--- config.mk ---
export PLATFORM = sky130hd
export DESIGN_NAME = fmul32
export DESIGN_NICKNAME = d
export VERILOG_FILES = /design/src/rtl/fmul32.sv
export SDC_FILE = /design/constraint.sdc
export NUM_CORES = 2
export LEC_CHECK = 0
export CAP_MARGIN = 20
export CELL_PAD_IN_SITES_DETAIL_PLACEMENT = 1
export CELL_PAD_IN_SITES_GLOBAL_PLACEMENT = 2
export CORE_MARGIN = 10
export CORE_UTILIZATION = 34
export CTS_BUF_LIST = sky130_fd_sc_hd__clkbuf_4 sky130_fd_sc_hd__clkbuf_8
export CTS_CLUSTER_SIZE = 8
export DETAILED_ROUTE_END_ITERATION = 10
export GPL_TIMING_DRIVEN = 0
export PLACE_DENSITY_LB_ADDON = 0.1
export SYNTH_ARGS = -nofsm -noshare
export SYNTH_HDL_FRONTEND = slang
export SYNTH_SLANG_ARGS = --single-unit
--- constraint.sdc ---
create_clock -name clk -period 12.5 [get_ports clk]
set_input_delay 2.5 -clock clk [delete_from_list [all_inputs] [get_ports clk]]
set_output_delay 2.5 -clock clk [all_outputs]
set_load 0.02 [all_outputs]
--- src/rtl/fmul32.sv ---
module fmul32 #(
  parameter int EXP_W  = 8,
  parameter int FRAC_W = 23
) (
  input  logic                      clk,
  input  logic                      rst,
  input  logic                      in_valid,
  input  logic [EXP_W+FRAC_W:0]     op_a,
  input  logic [EXP_W+FRAC_W:0]     op_b,
  output logic                      out_valid,
  output logic [EXP_W+FRAC_W:0]     product
);
  localparam int W     = EXP_W + FRAC_W + 1;
  localparam int SIG_W = FRAC_W + 1;
  localparam int PRD_W = 2 * SIG_W;
  localparam int EXT_W = EXP_W + 2;
  localparam int BIAS  = (1 << (EXP_W - 1)) - 1;
  localparam int EMAX  = (1 << EXP_W) - 1;
  localparam logic [W-1:0] QNAN = {1'b0, {EXP_W{1'b1}}, 1'b1, {(FRAC_W-1){1'b0}}};

  logic         v_q;
  logic [W-1:0] a_q, b_q;

  always_ff @(posedge clk) begin
    if (rst) begin
      v_q <= 1'b0;
      a_q <= '0;
      b_q <= '0;
    end else begin
      v_q <= in_valid;
      a_q <= op_a;
      b_q <= op_b;
    end
  end

  wire              sgn = a_q[W-1] ^ b_q[W-1];
  wire [EXP_W-1:0]  ea  = a_q[W-2:FRAC_W];
  wire [EXP_W-1:0]  eb  = b_q[W-2:FRAC_W];
  wire [FRAC_W-1:0] fa  = a_q[FRAC_W-1:0];
  wire [FRAC_W-1:0] fb  = b_q[FRAC_W-1:0];

  wire a_zero = (ea == '0);
  wire b_zero = (eb == '0);
  wire a_top  = (ea == {EXP_W{1'b1}});
  wire b_top  = (eb == {EXP_W{1'b1}});
  wire a_nan  = a_top && (fa != '0);
  wire b_nan  = b_top && (fb != '0);
  wire a_inf  = a_top && (fa == '0);
  wire b_inf  = b_top && (fb == '0);

  wire [PRD_W-1:0] prod = {1'b1, fa} * {1'b1, fb};
  wire             hi   = prod[PRD_W-1];

  logic [SIG_W-1:0] sig;
  logic             guard, sticky;
  always_comb begin
    if (hi) begin
      sig    = prod[PRD_W-1 -: SIG_W];
      guard  = prod[PRD_W-1-SIG_W];
      sticky = |prod[PRD_W-2-SIG_W:0];
    end else begin
      sig    = prod[PRD_W-2 -: SIG_W];
      guard  = prod[PRD_W-2-SIG_W];
      sticky = |prod[PRD_W-3-SIG_W:0];
    end
  end

  wire             rnd   = guard && (sticky || sig[0]);
  wire [SIG_W:0]   sig_r = {1'b0, sig} + {{SIG_W{1'b0}}, rnd};
  wire             carry = sig_r[SIG_W];

  wire signed [EXT_W-1:0] e_fin = $signed({2'b00, ea}) + $signed({2'b00, eb})
                                  - EXT_W'(BIAS)
                                  + $signed({{(EXT_W-1){1'b0}}, hi})
                                  + $signed({{(EXT_W-1){1'b0}}, carry});

  wire [FRAC_W-1:0] frac_n = carry ? '0 : sig_r[FRAC_W-1:0];

  logic [W-1:0] res_c;
  always_comb begin
    if (a_nan || b_nan || (a_zero && b_inf) || (b_zero && a_inf))
      res_c = QNAN;
    else if (a_inf || b_inf)
      res_c = {sgn, {EXP_W{1'b1}}, {FRAC_W{1'b0}}};
    else if (a_zero || b_zero)
      res_c = {sgn, {(W-1){1'b0}}};
    else if (e_fin >= $signed(EXT_W'(EMAX)))
      res_c = {sgn, {EXP_W{1'b1}}, {FRAC_W{1'b0}}};
    else if (e_fin <= $signed(EXT_W'(0)))
      res_c = {sgn, {(W-1){1'b0}}};
    else
      res_c = {sgn, e_fin[EXP_W-1:0], frac_n};
  end

  always_ff @(posedge clk) begin
    if (rst) begin
      out_valid <= 1'b0;
      product   <= '0;
    end else begin
      out_valid <= v_q;
      product   <= res_c;
    end
  end


  lat_chk: assert property (@(posedge clk) disable iff (rst)
    ($past(in_valid, 2) && !$past(rst, 1) && !$past(rst, 2)) |-> out_valid);

  no_spurious_chk: assert property (@(posedge clk) disable iff (rst)
    (out_valid && !$past(rst, 1) && !$past(rst, 2)) |-> $past(in_valid, 2));

  reset_chk: assert property (@(posedge clk)
    $past(rst) |-> (!out_valid && product == '0));

  nan_chk: assert property (@(posedge clk) disable iff (rst)
    (v_q && (a_nan || b_nan)) |=> (product == QNAN));

  sign_chk: assert property (@(posedge clk) disable iff (rst)
    v_q |=> (product == QNAN || product[W-1] == $past(a_q[W-1] ^ b_q[W-1])));

  inf_chk: assert property (@(posedge clk) disable iff (rst)
    (v_q && a_inf && !b_zero && !b_nan) |=> (product[W-2:0] == {{EXP_W{1'b1}}, {FRAC_W{1'b0}}}));

  zero_chk: assert property (@(posedge clk) disable iff (rst)
    (v_q && a_zero && !b_top) |=> (product[W-2:0] == '0));
endmodule

==> out/results.txt <==
Dpl ws: -0.9705 ns
H-Tree Depth: 3
Routed via count: 19404
Largest stage delay, worst path: 0.64 ns
I/O Buffers: 99
Power Density: 184.3 nW/um2
Critical path peak fanout: 10
Worst-margin pin slew: 0.8635 ns
Final Total Pwr: 5.069 mW
First-iteration detailed-routing DRC count: 997
Syn_area_per_cell: 8.736 um2
Nets@finish: 3648
Hold_ws: 0.4648 ns
Worst R2R Setup Slack: 0.68 ns
Global route overflow: 0
WP data required: 12.85 ns
Period Utilization, post-route: 94.55%
Final Max Slew Viols: 0
Ys Warns: 0
Asr flop ratio synth: 0%
Largest net degree at the start of global routing: 17
Detail Route Antenna Nets: 0
FF-to-FF End: product[16]$_SDFF_PP0_
Static Leak: 13.04 nW
MaxCap Viol Count: 0
Sw frac: 60.05%
Met3 wire len: 5.250 mm
Initial Utilization: 34.40%
Die Width: 286.6 um
Slowest CP cell: fa_1
Cell Area, Synth: 24170 um2
Origin of the critical flop-to-flop path: a_q[12]$_SDFF_PP0_
Seq/Total Area, Yosys: 8.116%
Top_reg_cell synth: dfxtp_1
Tot GR Track Use: 23.70%
Status: completed
Crit start category: flip-flop
Drt total wl: 95.88 mm
Final min period: 11.82 ns
Wire length per cell: 24.87 um
Endpoints failing setup: 0
CTS tree: yes
Top Layer Used: met5
Met2 routed WL: 46.20 mm
Placed Area: 26360 um2
Row cnt: 97
CP Class: reg -> reg
Final core utilization: 39.14%
Finished Cell Area: 27510 um2
Met1 WL: 41.59 mm
Hold Crit Class: reg -> reg
Hold-fix buffers, CTS: 0
TNS Setup: 0 ns
Internal power: 2.025 mW
Synth-to-layout area growth: 13.78%
Crit path top cell by count: fa_1
Core Box Area: 70270 um2
Finished Layout Cells: 3856
Unrepaired setup endpoints after global routing: false
DR pass1 iterations: 7
FILL cells: 8251
Final Skew: 0.03254 ns
Number of global-route vias before repair: 21739
Vias/cell: 5.032
Part of the power in the clock network: 5.2%
CTS Buffer Depth: 2
Min-Delay Endpoint: out_valid$_SDFF_PP0_
Chip Height: 286.6 um
Hold violation total from the final report: 0
Clk pin slew, worst setup/hold paths: 0.14 ns
Clock Latency Late Sink: 0.45 ns
Worst Setup End Kind: flip-flop
Full die area: 82160 um2
WP data arrival: 12.17 ns
Share of layout cells above drive strength 1: 10.64%
Placed insts: 3807
Post-Syn Nets: 3506
IO Count: 100
First-pass GRT wire length: 144.1 mm
Clock Tree Root: clkbuf_8
Hold Startpoint: v_q$_SDFF_PP0_
Commonest non-fill, non-tap cells in the layout: 587 x inv_1, 479 x fa_1, 343 x nand2_1
Normalized max-slew margin: 42.32%
Logic gate share of total power: 87.3%
Reg power frac: 7.5%
Max IR drop VDD: 0.1794 mV
GPL Wtd Cong: 0.9366
Hold depth: 1
Clock Sinks: 98
Worst setup margin: 0.6808 ns
Crit path from: a_q[12]$_SDFF_PP0_
Drt drc: 0
FMAX: 84.61 MHz
Post-DP HPWL: 81.19 mm
Commonest non-fill, non-tap cell in the layout: inv_1
Netlist cell types: 100
Post-synth EDFFs: 0
Yosys reg bits: 98
Num CTS Buffers: 9
NetSw: 3.043 mW
Syn Inst Count: 2767
Worst reg2reg path depth: 47
Initial antenna violation count: 4
-- power groups by stage --
stage,Sequential [mW],Combinational [mW],Clock [mW]
floorplan,0.397,2.87,0
detailed placement,0.391,4.25,0
CTS,0.387,4.31,0.283
global route,0.385,4.95,0.290
global placement,0.391,4.23,0
finish,0.382,4.42,0.263
-- critical path, delay by kind of cell (launching register included) --
family,cells,cell delay [ns]
fa+ha+maj,11,4.77
simple gates,17,3.35
compound gates,8,1.51
buf+inv,10,1.35
flops,1,0.42
xor+xnor,1,0.28
-- worst max path at each step --
stage | to | slack, ns | cells after the start
2_1_floorplan | product[3]$_SDFF_PP0_ | 1.59 | 50
3_3_place_gp | product[0]$_SDFF_PP0_ | -0.96 | 49
3_5_place_dp | product[2]$_SDFF_PP0_ | -0.97 | 49
4_1_cts | product[0]$_SDFF_PP0_ | 0.002 | 49
5_1_grt | product[0]$_SDFF_PP0_ | 0.02 | 50
6_report | product[16]$_SDFF_PP0_ | 0.68 | 47
-- cell families after synthesis --
group / Yosys count / synth area share, %
compound gates: 262 / 7.831
flops: 98 / 8.116
buf+inv: 722 / 11.47
xor+xnor: 60 / 2.205
fa+ha+maj: 672 / 49.81
simple gates: 942 / 20.10
mux: 11 / 0.4607
-- final cells by class --
class | instances | area (um2) | area share, %
Buffer | 121 | 862.1 | 3.134
Tap cell | 940 | 1176 | 4.276
Inverter | 599 | 2275 | 8.270
Sequential cell | 98 | 2086 | 7.583
Antenna cell | 2 | 5.005 | 0.01820
Multi-Input combinational cell | 1947 | 19610 | 71.31
Clock inverter | 6 | 90.09 | 0.3275
Clock buffer | 10 | 131.4 | 0.4776
Timing Repair Buffer | 133 | 1266 | 4.604
-- sequential cells by signal (all words and copies together), names as in the netlist --
register / flops
product: 32
b_q: 32
v_q: 1
out_valid: 1
a_q: 32
-- Yosys cell counts, types with 4 or more instances --
library cell / number / area share [%]
inv_1: 596 / 9.3
fa_1: 484 / 40
nand2_1: 347 / 5.4
and2_1: 250 / 6.5
ha_1: 188 / 9.7
nor2_1: 102 / 1.6
clkbuf_1: 98 / 1.5
dfxtp_1: 98 / 8.1
a21oi_1: 76 / 1.6
nor2b_1: 74 / 1.9
o21ai_0: 53 / 1.1
xnor2_1: 36 / 1.3
nor3_1: 28 / 0.58
nand4_1: 25 / 0.65
nor4_1: 25 / 0.65
a21o_1: 23 / 0.71
xor2_1: 23 / 0.83
nand3_1: 19 / 0.39
buf_2: 17 / 0.35
a211oi_2: 10 / 0.52
and3_1: 10 / 0.26
mux2i_1: 10 / 0.41
or3_1: 10 / 0.26
nand2b_1: 9 / 0.23
o211ai_1: 8 / 0.25
a31oi_1: 6 / 0.16
and4_1: 6 / 0.22
o21a_1: 6 / 0.19
a211oi_1: 5 / 0.16
buf_4: 5 / 0.16
a211o_1: 4 / 0.14
a31o_2: 4 / 0.14
nand3b_1: 4 / 0.12
o211ai_2: 4 / 0.21
o21bai_1: 4 / 0.12
or2_2: 4 / 0.10
-- layer usage --
layer  up-vias  track usage, %
met5         -               0
met4         2           6.764
met3       117           4.031
met2       466           39.67
met1     10104           31.06
li1       8715               -
-- what timing repair did --
item | in CTS | in global routing
gates resized for setup | 159 | 236
endpoints found under the setup margin | 30 | 30
endpoints found under the hold margin | 0 | 0
pin swaps | 0 | 9
setup buffers | 6 | 27
Power figures use the tool's default switching activity.
